$ cat config.mk
export PLATFORM = sky130hd
export DESIGN_NAME = hdlc_rx_validator
export DESIGN_NICKNAME = d
export VERILOG_FILES = /design/src/rtl/hdlc_rx_pkg.sv /design/src/rtl/hdlc_rx_deframer.sv /design/src/rtl/hdlc_rx_fcs.sv /design/src/rtl/hdlc_rx_validator.sv
export SDC_FILE = /design/constraint.sdc
export NUM_CORES = 1
export LEC_CHECK = 0
export BUFFER_PORTS_ARGS = -buffer_cell sky130_fd_sc_hd__buf_2
export CAP_MARGIN = 30
export CORE_ASPECT_RATIO = 1.5
export CORE_MARGIN = 2
export CORE_UTILIZATION = 35
export CTS_CLUSTER_SIZE = 20
export DETAILED_ROUTE_END_ITERATION = 8
export PLACE_DENSITY = 0.63
export SLEW_MARGIN = 40
export SYNTH_ARGS = -nofsm -noshare
export SYNTH_HDL_FRONTEND = slang
export SYNTH_SLANG_ARGS = --single-unit
$ cat constraint.sdc
create_clock -name clk_i -period 3.8 [get_ports clk_i]
set_input_delay 0.57 -clock clk_i [delete_from_list [all_inputs] [get_ports clk_i]]
set_output_delay 0.57 -clock clk_i [all_outputs]
set_load 0.02 [all_outputs]
$ cat src/rtl/hdlc_rx_pkg.sv
package hdlc_rx_pkg;
  typedef enum logic [2:0] {
    ST_NONE    = 3'b000,
    ST_GOOD    = 3'b001,
    ST_ABORT   = 3'b010,
    ST_BADFCS  = 3'b011,
    ST_INVALID = 3'b111
  } rx_status_e;

  localparam logic [15:0] FCS_POLY_REFL = 16'h8408;
  localparam logic [15:0] FCS_PRESET    = 16'hFFFF;
  localparam logic [15:0] FCS_RESIDUE   = 16'hF0B8;
endpackage

$ cat src/rtl/hdlc_rx_deframer.sv
module hdlc_rx_deframer #(
  parameter int unsigned FLAG_ONES = 6
) (
  input  logic clk_i,
  input  logic rst_ni,
  input  logic bit_en_i,
  input  logic bit_i,
  output logic flag_o,
  output logic abort_o,
  output logic dat_vld_o,
  output logic dat_o
);
  localparam int unsigned ONES_W = $clog2(FLAG_ONES + 2);
  localparam int unsigned DLY    = FLAG_ONES;
  localparam int unsigned FILL_W = $clog2(DLY + 1);
  localparam logic [ONES_W-1:0] ONES_MAX  = ONES_W'(FLAG_ONES + 1);
  localparam logic [ONES_W-1:0] ONES_FLAG = ONES_W'(FLAG_ONES);
  localparam logic [ONES_W-1:0] ONES_STUF = ONES_W'(FLAG_ONES - 1);
  localparam logic [FILL_W-1:0] FILL_FULL = FILL_W'(DLY);

  logic [ONES_W-1:0] ones_q;
  logic [DLY-1:0]    dl_q;
  logic [FILL_W-1:0] fill_q;
  logic              emit;

  // A stuffed zero (ones_q == FLAG_ONES-1) and the sixth one are never emitted
  assign emit    = bit_en_i && (ones_q < ONES_STUF);
  assign flag_o  = bit_en_i && !bit_i && (ones_q == ONES_FLAG);
  assign abort_o = bit_en_i &&  bit_i && (ones_q == ONES_FLAG);

  // Emitted bits wait DLY places so the leading flag bits never leave
  assign dat_vld_o = emit && (fill_q == FILL_FULL);
  assign dat_o     = dl_q[0];

  always_ff @(posedge clk_i or negedge rst_ni) begin
    if (!rst_ni) begin
      ones_q <= '0;
      dl_q   <= '0;
      fill_q <= '0;
    end else if (bit_en_i) begin
      if (bit_i) begin
        if (ones_q != ONES_MAX) ones_q <= ones_q + ONES_W'(1);
      end else begin
        ones_q <= '0;
      end
      if (flag_o || abort_o) begin
        fill_q <= '0;
      end else if (emit) begin
        dl_q <= {bit_i, dl_q[DLY-1:1]};
        if (fill_q != FILL_FULL) fill_q <= fill_q + FILL_W'(1);
      end
    end
  end
endmodule

$ cat src/rtl/hdlc_rx_fcs.sv
module hdlc_rx_fcs
  import hdlc_rx_pkg::*;
(
  input  logic        clk_i,
  input  logic        rst_ni,
  input  logic        init_i,
  input  logic        vld_i,
  input  logic        bit_i,
  output logic [15:0] crc_o
);
  logic [15:0] crc_q;

  always_ff @(posedge clk_i or negedge rst_ni) begin
    if (!rst_ni)     crc_q <= FCS_PRESET;
    else if (init_i) crc_q <= FCS_PRESET;
    else if (vld_i)  crc_q <= (crc_q >> 1) ^ ((crc_q[0] ^ bit_i) ? FCS_POLY_REFL : 16'h0000);
  end

  assign crc_o = crc_q;
endmodule

$ cat src/rtl/hdlc_rx_validator.sv
module hdlc_rx_validator
  import hdlc_rx_pkg::*;
#(
  parameter int unsigned LEN_W      = 16,
  parameter int unsigned CNT_W      = 8,
  parameter int unsigned MIN_OCTETS = 5,
  parameter int unsigned FCS_OCTETS = 2
) (
  input  logic             clk_i,
  input  logic             rst_ni,
  input  logic             bit_en_i,
  input  logic             bit_i,
  output logic             wr_en_o,
  output logic [7:0]       wr_data_o,
  output logic [LEN_W-1:0] msg_len_o,
  output logic [2:0]       status_o,
  output logic             irq_o,
  output logic [CNT_W-1:0] fcs_err_cnt_o
);
  localparam int unsigned HELD_W = $clog2(FCS_OCTETS + 1);
  localparam int unsigned TOT_W  = LEN_W + 1;
  localparam logic [HELD_W-1:0] HELD_FULL = HELD_W'(FCS_OCTETS);

  logic        flag_det, abort_det, dat_vld, dat;
  logic [15:0] crc;

  logic             in_frame_q, any_bits_q;
  logic [2:0]       bitcnt_q;
  logic [7:0]       sh_q;
  logic [7:0]       hold_q [FCS_OCTETS];
  logic [HELD_W-1:0] held_q;
  logic [LEN_W-1:0] len_q;
  logic [2:0]       status_q;
  logic             irq_q, wr_en_q;
  logic [7:0]       wr_data_q;
  logic [CNT_W-1:0] fcs_cnt_q;

  hdlc_rx_deframer #(.FLAG_ONES(6)) u_deframer (
    .clk_i     (clk_i),
    .rst_ni    (rst_ni),
    .bit_en_i  (bit_en_i),
    .bit_i     (bit_i),
    .flag_o    (flag_det),
    .abort_o   (abort_det),
    .dat_vld_o (dat_vld),
    .dat_o     (dat)
  );

  logic take;
  assign take = dat_vld && in_frame_q;

  hdlc_rx_fcs u_fcs (
    .clk_i  (clk_i),
    .rst_ni (rst_ni),
    .init_i (flag_det || abort_det),
    .vld_i  (take),
    .bit_i  (dat),
    .crc_o  (crc)
  );

  logic [7:0]       sh_n;
  logic             oct_done, is_short, misalign, msg_end, abort_end;
  logic [TOT_W-1:0] tot;
  rx_status_e       end_st;

  assign sh_n      = {dat, sh_q[7:1]};
  assign oct_done  = take && (bitcnt_q == 3'd7);
  assign tot       = TOT_W'(len_q) + TOT_W'(held_q);
  assign is_short  = tot < TOT_W'(MIN_OCTETS);
  assign misalign  = bitcnt_q != 3'd0;
  assign msg_end   = flag_det && in_frame_q && any_bits_q;
  assign abort_end = abort_det && in_frame_q && any_bits_q;

  always_comb begin
    if (is_short || misalign)    end_st = ST_INVALID;
    else if (crc != FCS_RESIDUE) end_st = ST_BADFCS;
    else                         end_st = ST_GOOD;
  end

  always_ff @(posedge clk_i or negedge rst_ni) begin
    if (!rst_ni) begin
      in_frame_q <= 1'b0;
      any_bits_q <= 1'b0;
      bitcnt_q   <= '0;
      sh_q       <= '0;
      held_q     <= '0;
      len_q      <= '0;
      status_q   <= ST_NONE;
      irq_q      <= 1'b0;
      wr_en_q    <= 1'b0;
      wr_data_q  <= '0;
      fcs_cnt_q  <= '0;
      for (int i = 0; i < FCS_OCTETS; i++) hold_q[i] <= '0;
    end else begin
      wr_en_q <= 1'b0;
      irq_q   <= 1'b0;
      if (flag_det) begin
        if (msg_end) begin
          status_q <= end_st;
          irq_q    <= 1'b1;
          if (end_st == ST_BADFCS) fcs_cnt_q <= fcs_cnt_q + CNT_W'(1);
        end
        in_frame_q <= 1'b1;
        any_bits_q <= 1'b0;
        bitcnt_q   <= '0;
        held_q     <= '0;
      end else if (abort_det) begin
        if (abort_end) begin
          status_q <= ST_ABORT;
          irq_q    <= 1'b1;
        end
        in_frame_q <= 1'b0;
        any_bits_q <= 1'b0;
        bitcnt_q   <= '0;
        held_q     <= '0;
      end else if (take) begin
        sh_q       <= sh_n;
        bitcnt_q   <= bitcnt_q + 3'd1;
        any_bits_q <= 1'b1;
        if (!any_bits_q) len_q <= '0;
        if (oct_done) begin
          // Newest FCS_OCTETS octets stay held; they may be the check sequence
          if (held_q == HELD_FULL) begin
            wr_en_q   <= 1'b1;
            wr_data_q <= hold_q[0];
            len_q     <= len_q + LEN_W'(1);
            for (int i = 0; i < FCS_OCTETS - 1; i++) hold_q[i] <= hold_q[i+1];
            hold_q[FCS_OCTETS-1] <= sh_n;
          end else begin
            for (int i = 0; i < FCS_OCTETS; i++)
              if (HELD_W'(i) == held_q) hold_q[i] <= sh_n;
            held_q <= held_q + HELD_W'(1);
          end
        end
      end
    end
  end

  assign wr_en_o       = wr_en_q;
  assign wr_data_o     = wr_data_q;
  assign msg_len_o     = len_q;
  assign status_o      = status_q;
  assign irq_o         = irq_q;
  assign fcs_err_cnt_o = fcs_cnt_q;
endmodule

Word level (Yosys, flattened, before mapping). Index checks and enable logic that the tools add are counted.

Equal/unequal tests: 12. Order comparisons: 2. $add $sub $neg: 7. Mux-type cells: 42. Reductions and logical operators: 36. Bitwise operators: 5.

Operators with widths (number): two-way mux 16 bit (7); two-way mux 3 bit (13); AND reduction 3 bit (6); adder 16 x 2 -> 17 bit (1); < comparator 17 x 3 -> 1 bit, second input constant (1); adder 16 x 1 -> 16 bit, second input constant (1); two-way mux 8 bit (2); inequality test 16 bit, second input constant (1); bitwise XOR 15 x 16 -> 16 bit (1); AND reduction 5 bit (3); two-way mux 1 bit (14); nonzero test 2 bit (7); logical AND 1 bit (12); two-way mux 2 bit (6); adder 3 x 1 -> 3 bit, second input constant (3); == test 3 bit, second input constant (3); inequality test 3 bit, second input constant (3); nonzero test 3 bit (3); adder 8 x 1 -> 8 bit, second input constant (1); inequality test 2 x 1 -> 1 bit, second input constant (2); == test 3 x 2 -> 1 bit, second input constant (1); < comparator 3 bit, second input constant (1); NOT 1 bit (3); adder 2 x 1 -> 2 bit, second input constant (1); 7 further kinds (8).

Bits of input ports: 4. Bits in registers: 96. Word-level logic and storage cells: 121.

Logic depth before layout (Yosys ltp). Gate-level depths: netlist (run 1).

Word-level depth: 9. Mapped depth: 9.

Cells and area by module. From an unflattened synthesis (run 1), not the netlist that was laid out.

Cell total of the unflattened synthesis: 479. Area, all modules: 4902.2 µm².

Modules (own cells, without submodules): hdlc_rx_validator (seq. area each 1676.6 µm², area each 3499.6 µm², instances 1, cells an instance 364); hdlc_rx_fcs (seq. area each 420.4 µm², area each 740.7 µm², instances 1, cells an instance 56); hdlc_rx_deframer (seq. area each 300.3 µm², area each 661.9 µm², instances 1, cells an instance 59).

Least setup slack after synthesis (run 1). No wires, ideal clock.

Kind: register to register. Start: register len_q[0], in the netlist msg_len_o[0]. End: register fcs_cnt_q[1], in the netlist fcs_err_cnt_o[1]. Arrival time: 2.719 ns. Path slack: 0.953 ns. Required time: 3.672 ns. Cell stages (with the launch flop): 9. Cell sequence: dfrtp_1 -> ha_1 -> fa_1 -> nand2_1 -> nor4_2 -> mux2_1 -> a2111oi_4 -> a21o_1 -> mux2_1.

Longest elaborated chain between the ends: 6.

Ends and longest elaborated chain: from (decl) (line hdlc_rx_validator.sv:32) `logic [LEN_W-1:0] len_q;`; from (signal assigned) (line hdlc_rx_validator.sv:126) `len_q <= len_q + LEN_W'(1);`; adder 16 x 2 -> 17 bit (line hdlc_rx_validator.sv:68) `assign tot = TOT_W'(len_q) + TOT_W'(held_q);`; < comparator 17 x 3 -> 1 bit (line hdlc_rx_validator.sv:69) `assign is_short = tot < TOT_W'(MIN_OCTETS);`; logical OR 1 bit (line hdlc_rx_validator.sv:75) `if (is_short || misalign) end_st = ST_INVALID;`; two-way mux 3 bit (line hdlc_rx_validator.sv:75); == test 3 x 2 -> 1 bit (line hdlc_rx_validator.sv:101) `if (end_st == ST_BADFCS) fcs_cnt_q <= fcs_cnt_q + CNT_W'(1);`; AND reduction 3 bit (no source line); to (signal assigned) (line hdlc_rx_validator.sv:101); to (decl) (line hdlc_rx_validator.sv:36) `logic [CNT_W-1:0] fcs_cnt_q;`.

No other way between the ends. A chain may end at the register's enable or synchronous reset.

Worst setup path in the final report (run 1). Same ends and word-level chain as after synthesis.

==> results of run 1 <==
-- routing by layer --
metal  vias to the layer above  wire length, microns
li1                       1676                     -
met4                         0                   192
met5                         -                     0
met3                        16                   316
met2                        61                  5409
met1                      1724                  4193
-- cells in the final DEF, fill, tap and decap left out, types with 3 or more instances in the layout --
cell and instances:
dfrtp_1 79, nand2_1 68, buf_2 40, mux2_2 29, o21ai_0 28, nand3_1 25, nor2_1 20, dfstp_2 16
inv_1 15, mux2i_1 14, ha_1 14, a21oi_1 11, nor3_1 9, xor2_1 9, clkbuf_16 9, xnor2_1 8
buf_4 8, a22o_1 6, nand4_1 5, a21o_1 5, and3_1 4, o211ai_1 4, a2111oi_1 4, a31oi_1 3
inv_6 3
-- cell usage after synthesis (2+ instances only) --
cell type  instances  share of area, %
mux2_2            29               6.9
a31oi_1            3              0.40
or3_1              2              0.26
mux2_1             2              0.47
dfstp_2           16               8.9
nor4_2             2              0.53
nand4_2            2              0.53
o21ai_0           28               3.0
o211ai_1           4              0.63
inv_1             15               1.2
mux2i_1           14               3.0
a2111oi_1          4              0.84
o22ai_1            2              0.26
clkbuf_1          11              0.87
a21oi_1           11               1.2
and4b_1            2              0.42
nor3b_1            2              0.32
nand4_1            5              0.66
nand2b_1           2              0.26
nor2_1            20               1.6
nor4_1             2              0.26
and3_1             4              0.53
a22o_1             6               1.1
dfrtp_1           79                42
nand2_1           68               5.4
buf_2              5              0.53
a211oi_1           2              0.32
xnor2_1            8               1.5
xor2_1             9               1.7
ha_1              14               3.7
a41oi_1            2              0.37
nor4b_1            2              0.37
o31ai_1            2              0.32
nor3_1             9              0.95
buf_4              3              0.47
nand3_1           25               2.6
a21o_1             5              0.79
-- power groups by stage --
stage | registers, mW | logic [mW] | clock network (mW)
2_1_floorplan | 1.31 | 0.292 | 0
3_3_place_gp | 1.33 | 0.377 | 0
3_5_place_dp | 1.34 | 0.398 | 0
4_1_cts | 1.32 | 0.403 | 0.961
5_1_grt | 1.34 | 0.452 | 1.00
6_report | 1.32 | 0.394 | 0.935
-- area by class of cell --
cell class | instances | area share, %
Clock inverter | 7 | 1.565
Timing Repair Buffer | 49 | 4.993
Tap cell | 162 | 3.728
Clock buffer | 9 | 4.142
Inverter | 15 | 1.035
Multi-Input combinational cell | 315 | 40.45
Sequential cell | 95 | 44.09
-- per-stage QoR --
step | power, mW | cells | cell area (sq um)
floorplan | 1.603 | 445 | 4746
global placement | 1.706 | 635 | 5119
detailed placement | 1.736 | 636 | 5127
CTS | 2.685 | 652 | 5438
global route | 2.799 | 652 | 5438
finish | 2.649 | 652 | 5438
-- worst max-delay path by stage --
stage                        to  slack, ns  cells after the start
4_1_cts        fcs_err_cnt_o[1]       0.81                      8
5_1_grt        fcs_err_cnt_o[1]       0.60                      7
2_1_floorplan  fcs_err_cnt_o[1]       0.95                      8
3_5_place_dp   fcs_err_cnt_o[1]       0.82                      8
3_3_place_gp   fcs_err_cnt_o[1]       0.91                      8
6_report       fcs_err_cnt_o[1]       0.80                      8
-- kinds of logic after synthesis --
logic type | after synthesis | synth area share (%)
mux | 45 | 10.31
buf+inv | 35 | 3.137
simple gates | 155 | 16.32
flops | 95 | 50.51
xor+xnor | 17 | 3.138
compound gates | 83 | 12.47
fa+ha+maj | 15 | 4.113
-- worst max-delay path: stages, from the launching register on --
cell and delay [ns]:
dfrtp_1 0.44, ha_1 0.26, fa_1 0.43, nand2_1 0.21, nor4_2 0.08, mux2_1 0.35
a2111oi_4 0.57, a21o_1 0.22, mux2_1 0.32
-- flip-flops by register name (all words and copies together), names as in the netlist --
register           count
in_frame_q             1
wr_data_o              8
fcs_err_cnt_o          8
sh_q                   7
msg_len_o             16
any_bits_q             1
u_deframer.dl_q        6
bitcnt_q               3
u_fcs.crc_o           16
u_deframer.fill_q      3
wr_en_o                1
u_deframer.ones_q      3
status_o               3
irq_o                  1
held_q                 2
hold_q                16
==> impl_metrics.ini, run 1 <==
[run_status]
outcome = finished, final reports clean

[final_layout]
antenna_cells = 0
post-route-util_pct = 40.57
nFillCells = 1271
drive_above_1_share_pct = 24.90
syn2layout_area_growth_pct = 14.58
nNetsFinal = 504
seq_area_sq_um = 2397
multiInputGateArea_sq_um = 2200

[synthesis]
yosys_warnings = 0
ys.flop_type = dfrtp_1
synthCells = 445
synth-edff-count = 0
netlist_area_sq_um = 4746
synth_cell_type_count = 61
async_reset_ff_share_pct = 100.0
synth_fp_nets = 464
postSynthAreaPerCell_sq_um = 10.66
synth_seq_cells = 95
yosysSeqAreaShare_pct = 50.51

[drt]
ant_nets = 0
wl_per_cell_microns = 15.51
via_count = 3477
drc = 0
first_iter_violations = 132
detail_route.first_pass.iterations = 4
vias_per_cell = 5.333
wl_microns = 10110

[critical_path]
endpoint_kind = flip-flop
crit_path_max_fanout = 8
critPathRequiredTime_ns = 4.02
r2r_start = msg_len_o[0]
timing.rr.end = fcs_err_cnt_o[1]
crit_path_start = msg_len_o[0]
arrival_ns = 3.22
startpoint_type = flip-flop
crit_type = reg -> reg
rr_worst_depth = 8
r2r_setup_slack_ns = 0.80

[floorplan]
design.core.area_sq_um = 13400
chipHeight_microns = 146.6
die-area_sq_um = 14530
ios = 41
num_rows = 52
die_x_microns = 99.08
start_util_pct = 35.41

[clocking]
cts_buffer_depth = 2
worstSkewPairLatency_ns = 0.34
cts_num_sinks = 95
htreeDepth = 3
cts-root-buf = clkbuf_16
post_cts_resized = 0
clk_pin_slew_worst_paths_ns = 0.07
cts_made_buffers = 9
post_cts_buffers = 0
cts_tree = done
cts_hold_buf = 0

[job]
drv_cap = 0

[sta]
report.final.setup_viol = 0
drv_slew = 0
setup_tns_ns = 0
hold_slack_ns = 0.2287
finalClockSkew_ns = 0.007860
max_freq_mhz = 333.6
rsz0062_at_grt = no
hold_viol = 0
worst_pin_slew_ns = 0.7141
period_minus_slack_ns = 2.998
fin_crit_sh_pct = 78.88
finalWorstSetupSlack_ns = 0.8025
maxSlewHeadroom_pct = 52.02

[power]
p_per_area_nw_per_um2 = 487.1
vdd_drop_max_uv = 186.9
power.internal_mw = 1.903
power_frac_clock_pct = 35.3
sw_frac_of_total_pct = 28.16
switchingPower_mw = 0.7459
seq_power_share_pct = 49.8
p_leak_nw = 2.555
combPwrFrac_pct = 14.9

[global_route]
grt_overflow_total = 0
top_usage_layer = met2
met1_usage_pct = 17.03
grtUsageTotal_pct = 14.67
grt.met2_usage_pct = 26.39
grt_pass1_wl_microns = 17250
use_met3_pct = 2.393
antenna_found_initial = 0
grt_pass1_vias = 3499
grt_max_degree = 75

[placement]
port_buffers = 40
gp_congestion = 0.8429
place_hpwl_microns = 7144
pre_cts_ws_ns = 0.8164

[worst_hold_path]
min_path_type = in -> async
Power figures use the tool's default switching activity.
==> run 2, diff against run 1 <==
ABC_AREA = 1   (was unset)
PLACE_DENSITY = 0.64   (was 0.63)
clock period = 2.75 ns   (was 3.8 ns; I/O delays follow)
==> run 2 against run 1 <==
Via count rose by 16%. Clock power rose by 43%. First-iteration DRC count rose by 17%. Critical path depth rose by 4. Largest cell class unchanged.
==> impl_metrics.ini, run 2 <==
[floorplan]
die-area_sq_um = 15270
start_util_pct = 35.71
design.core.area_sq_um = 13990
ios = 41
num_rows = 53
chipHeight_microns = 150.3
die_x_microns = 101.6

[global_route]
grt_max_degree = 58
grt_pass1_wl_microns = 18880
antenna_found_initial = 0
grt_overflow_total = 0
grtUsageTotal_pct = 15.79
grt_pass1_vias = 3892

[critical_path]
critPathRequiredTime_ns = 3.04
r2r_setup_slack_ns = 0.30
endpoint_kind = flip-flop
r2r_start = msg_len_o[0]
crit_path_max_fanout = 11
timing.rr.end = fcs_err_cnt_o[7]
crit_path_start = msg_len_o[0]
crit_type = reg -> reg
arrival_ns = 2.73
startpoint_type = flip-flop
endpoint = fcs_err_cnt_o[7]
rr_worst_depth = 12

[clocking]
post_cts_resized = 0
cts_num_sinks = 95
cts-root-buf = clkbuf_16
cts_buffer_depth = 2
cts_tree = done
clk_pin_slew_worst_paths_ns = 0.07
cts_made_buffers = 9
worstSkewPairLatency_ns = 0.35
post_cts_buffers = 0
htreeDepth = 3
cts_hold_buf = 0

[drt]
detail_route.first_pass.iterations = 5
first_iter_violations = 155
ant_nets = 0
via_count = 4044
wl_per_cell_microns = 13.35
vias_per_cell = 4.872
wl_microns = 11080
drc = 0

[final_layout]
drive_above_1_share_pct = 17.40
layout_commonest_cell = nand2_1
antenna_cells = 0
nFillCells = 1415
finalNonFillerCells = 830
nNetsFinal = 652
seq_area_sq_um = 2397
final_cell_mix = 135 x nand2_1, 79 x inv_1, 79 x dfrtp_1, 39 x buf_2, 36 x o21ai_0
multiInputGateArea_sq_um = 2172
syn2layout_area_growth_pct = 14.65
final_cell_area_sq_um = 5729

[power]
p_per_area_nw_per_um2 = 785.3
power_mw = 4.499
p_leak_nw = 2.811
vdd_drop_max_uv = 266.3

[synthesis]
yosys.area.top_type = dfrtp_1
netlist_area_sq_um = 4997
synthCells = 593
synth_top_area_share_pct = 39.56
synth.cells.most_frequent = 135 x nand2_1, 79 x dfrtp_1, 79 x inv_1
synth_most_common_cell = nand2_1
async_reset_ff_share_pct = 100.0
synth_seq_cells = 95
yosysSeqAreaShare_pct = 47.97
postSynthAreaPerCell_sq_um = 8.427
synthTopCellsByArea = dfrtp_1 40%, nand2_1 10%, dfstp_2 8.4%
synth_cell_type_count = 42
synth-edff-count = 0
yosys_warnings = 0
synth_fp_nets = 612
ys.flop_type = dfrtp_1

[placement]
placed_cells = 812
placed_area_sq_um = 5374
place_hpwl_microns = 8185
gp_congestion = 0.9002
pre_cts_ws_ns = 0.3120
port_buffers = 40

[sta]
report.final.setup_viol = 0
finalClockSkew_ns = 0.005802
rsz0062_at_grt = no
drv_slew = 0
setup_tns_ns = 0
fin_crit_sh_pct = 88.96
maxSlewHeadroom_pct = 49.50
max_freq_mhz = 408.8
hold_viol = 0
finalWorstSetupSlack_ns = 0.3036
worst_pin_slew_ns = 0.7547
period_minus_slack_ns = 2.446

[worst_hold_path]
min_path_type = in -> reg

[run_status]
outcome = finished, final reports clean

[job]
drv_cap = 0
## run 2: changes by cell type in the layout (fill, tap and decap cells not counted), sizes merged, moves of 12 or more
cell / before / now
nand2: 68 / 140
mux2i: 14 / 1
mux2: 31 / 0
o21ai: 28 / 69
nor2: 20 / 43
inv: 19 / 89
a22oi: 1 / 15
nand4: 8 / 20
## run 2: routing by layer
layer,vias to the layer above,routed length (microns),track usage (%)
met3,25,386,3.528
met1,1911,4514,18.48
met5,-,0,0
met4,0,384,7.500
li1,2033,-,-
met2,75,5795,27.01
## run 2: worst min path at each step
stage,startpoint,slack (ns),cells past startpoint,endpoint
4_1_cts,rst_ni,0.14,1,msg_len_o[10]
6_report,bit_i,0.36,3,u_deframer.ones_q[2]
3_3_place_gp,status_o[2],0.47,2,status_o[2]
3_5_place_dp,status_o[0],0.46,2,status_o[0]
2_1_floorplan,rst_ni,0.12,0,any_bits_q
5_1_grt,bit_i,0.36,3,u_deframer.dl_q[5]
## run 2: report_power, final
group          switching, mW  leakage [nW]  internal, mW
clock                  0.565         0.162         0.774
combinational          0.819          1.51         0.387
sequential             0.282          1.14          1.67
total                   1.67          2.81          2.83
## run 2: through the flow
step | util, % | hold WS [ns]
after floorplan | - | 0.1169
after global placement | 38.41 | 0.4654
after detailed placement | 38.41 | 0.4635
after CTS | 40.73 | 0.1392
after global routing | 40.95 | 0.3576
final | 40.95 | 0.3562
## run 2: cell families after synthesis
kind of cell             synth area share, %
AND/OR/NAND/NOR                        22.81
multiplexers                          0.2003
AO/OA/AOI/OAI                          13.92
buffers and inverters                  8.562
flip-flops                             47.97
adder cells (fa/ha/maj)                3.906
XOR/XNOR                               2.629
## run 2: cell type report
type / instances / area share [%]
timing repair buffer: 46 / 4.586
tap: 192 / 4.193
clock buffer: 10 / 4.368
multi-input combinational: 393 / 37.91
sequential: 95 / 41.84
inverter: 88 / 5.787
clock inverter: 6 / 1.310
## run 2: critical path, stage by stage (launching register included)
cell and delay (ns):
dfrtp_1 0.42, ha_1 0.25, fa_1 0.42, nand3_1 0.13, nor2_2 0.05, nand2_1 0.13, xor2_1 0.17, nand2_1 0.07
nor2_1 0.12, nand3_2 0.24, nand3_2 0.24, nand2_1 0.07, nand2_1 0.07
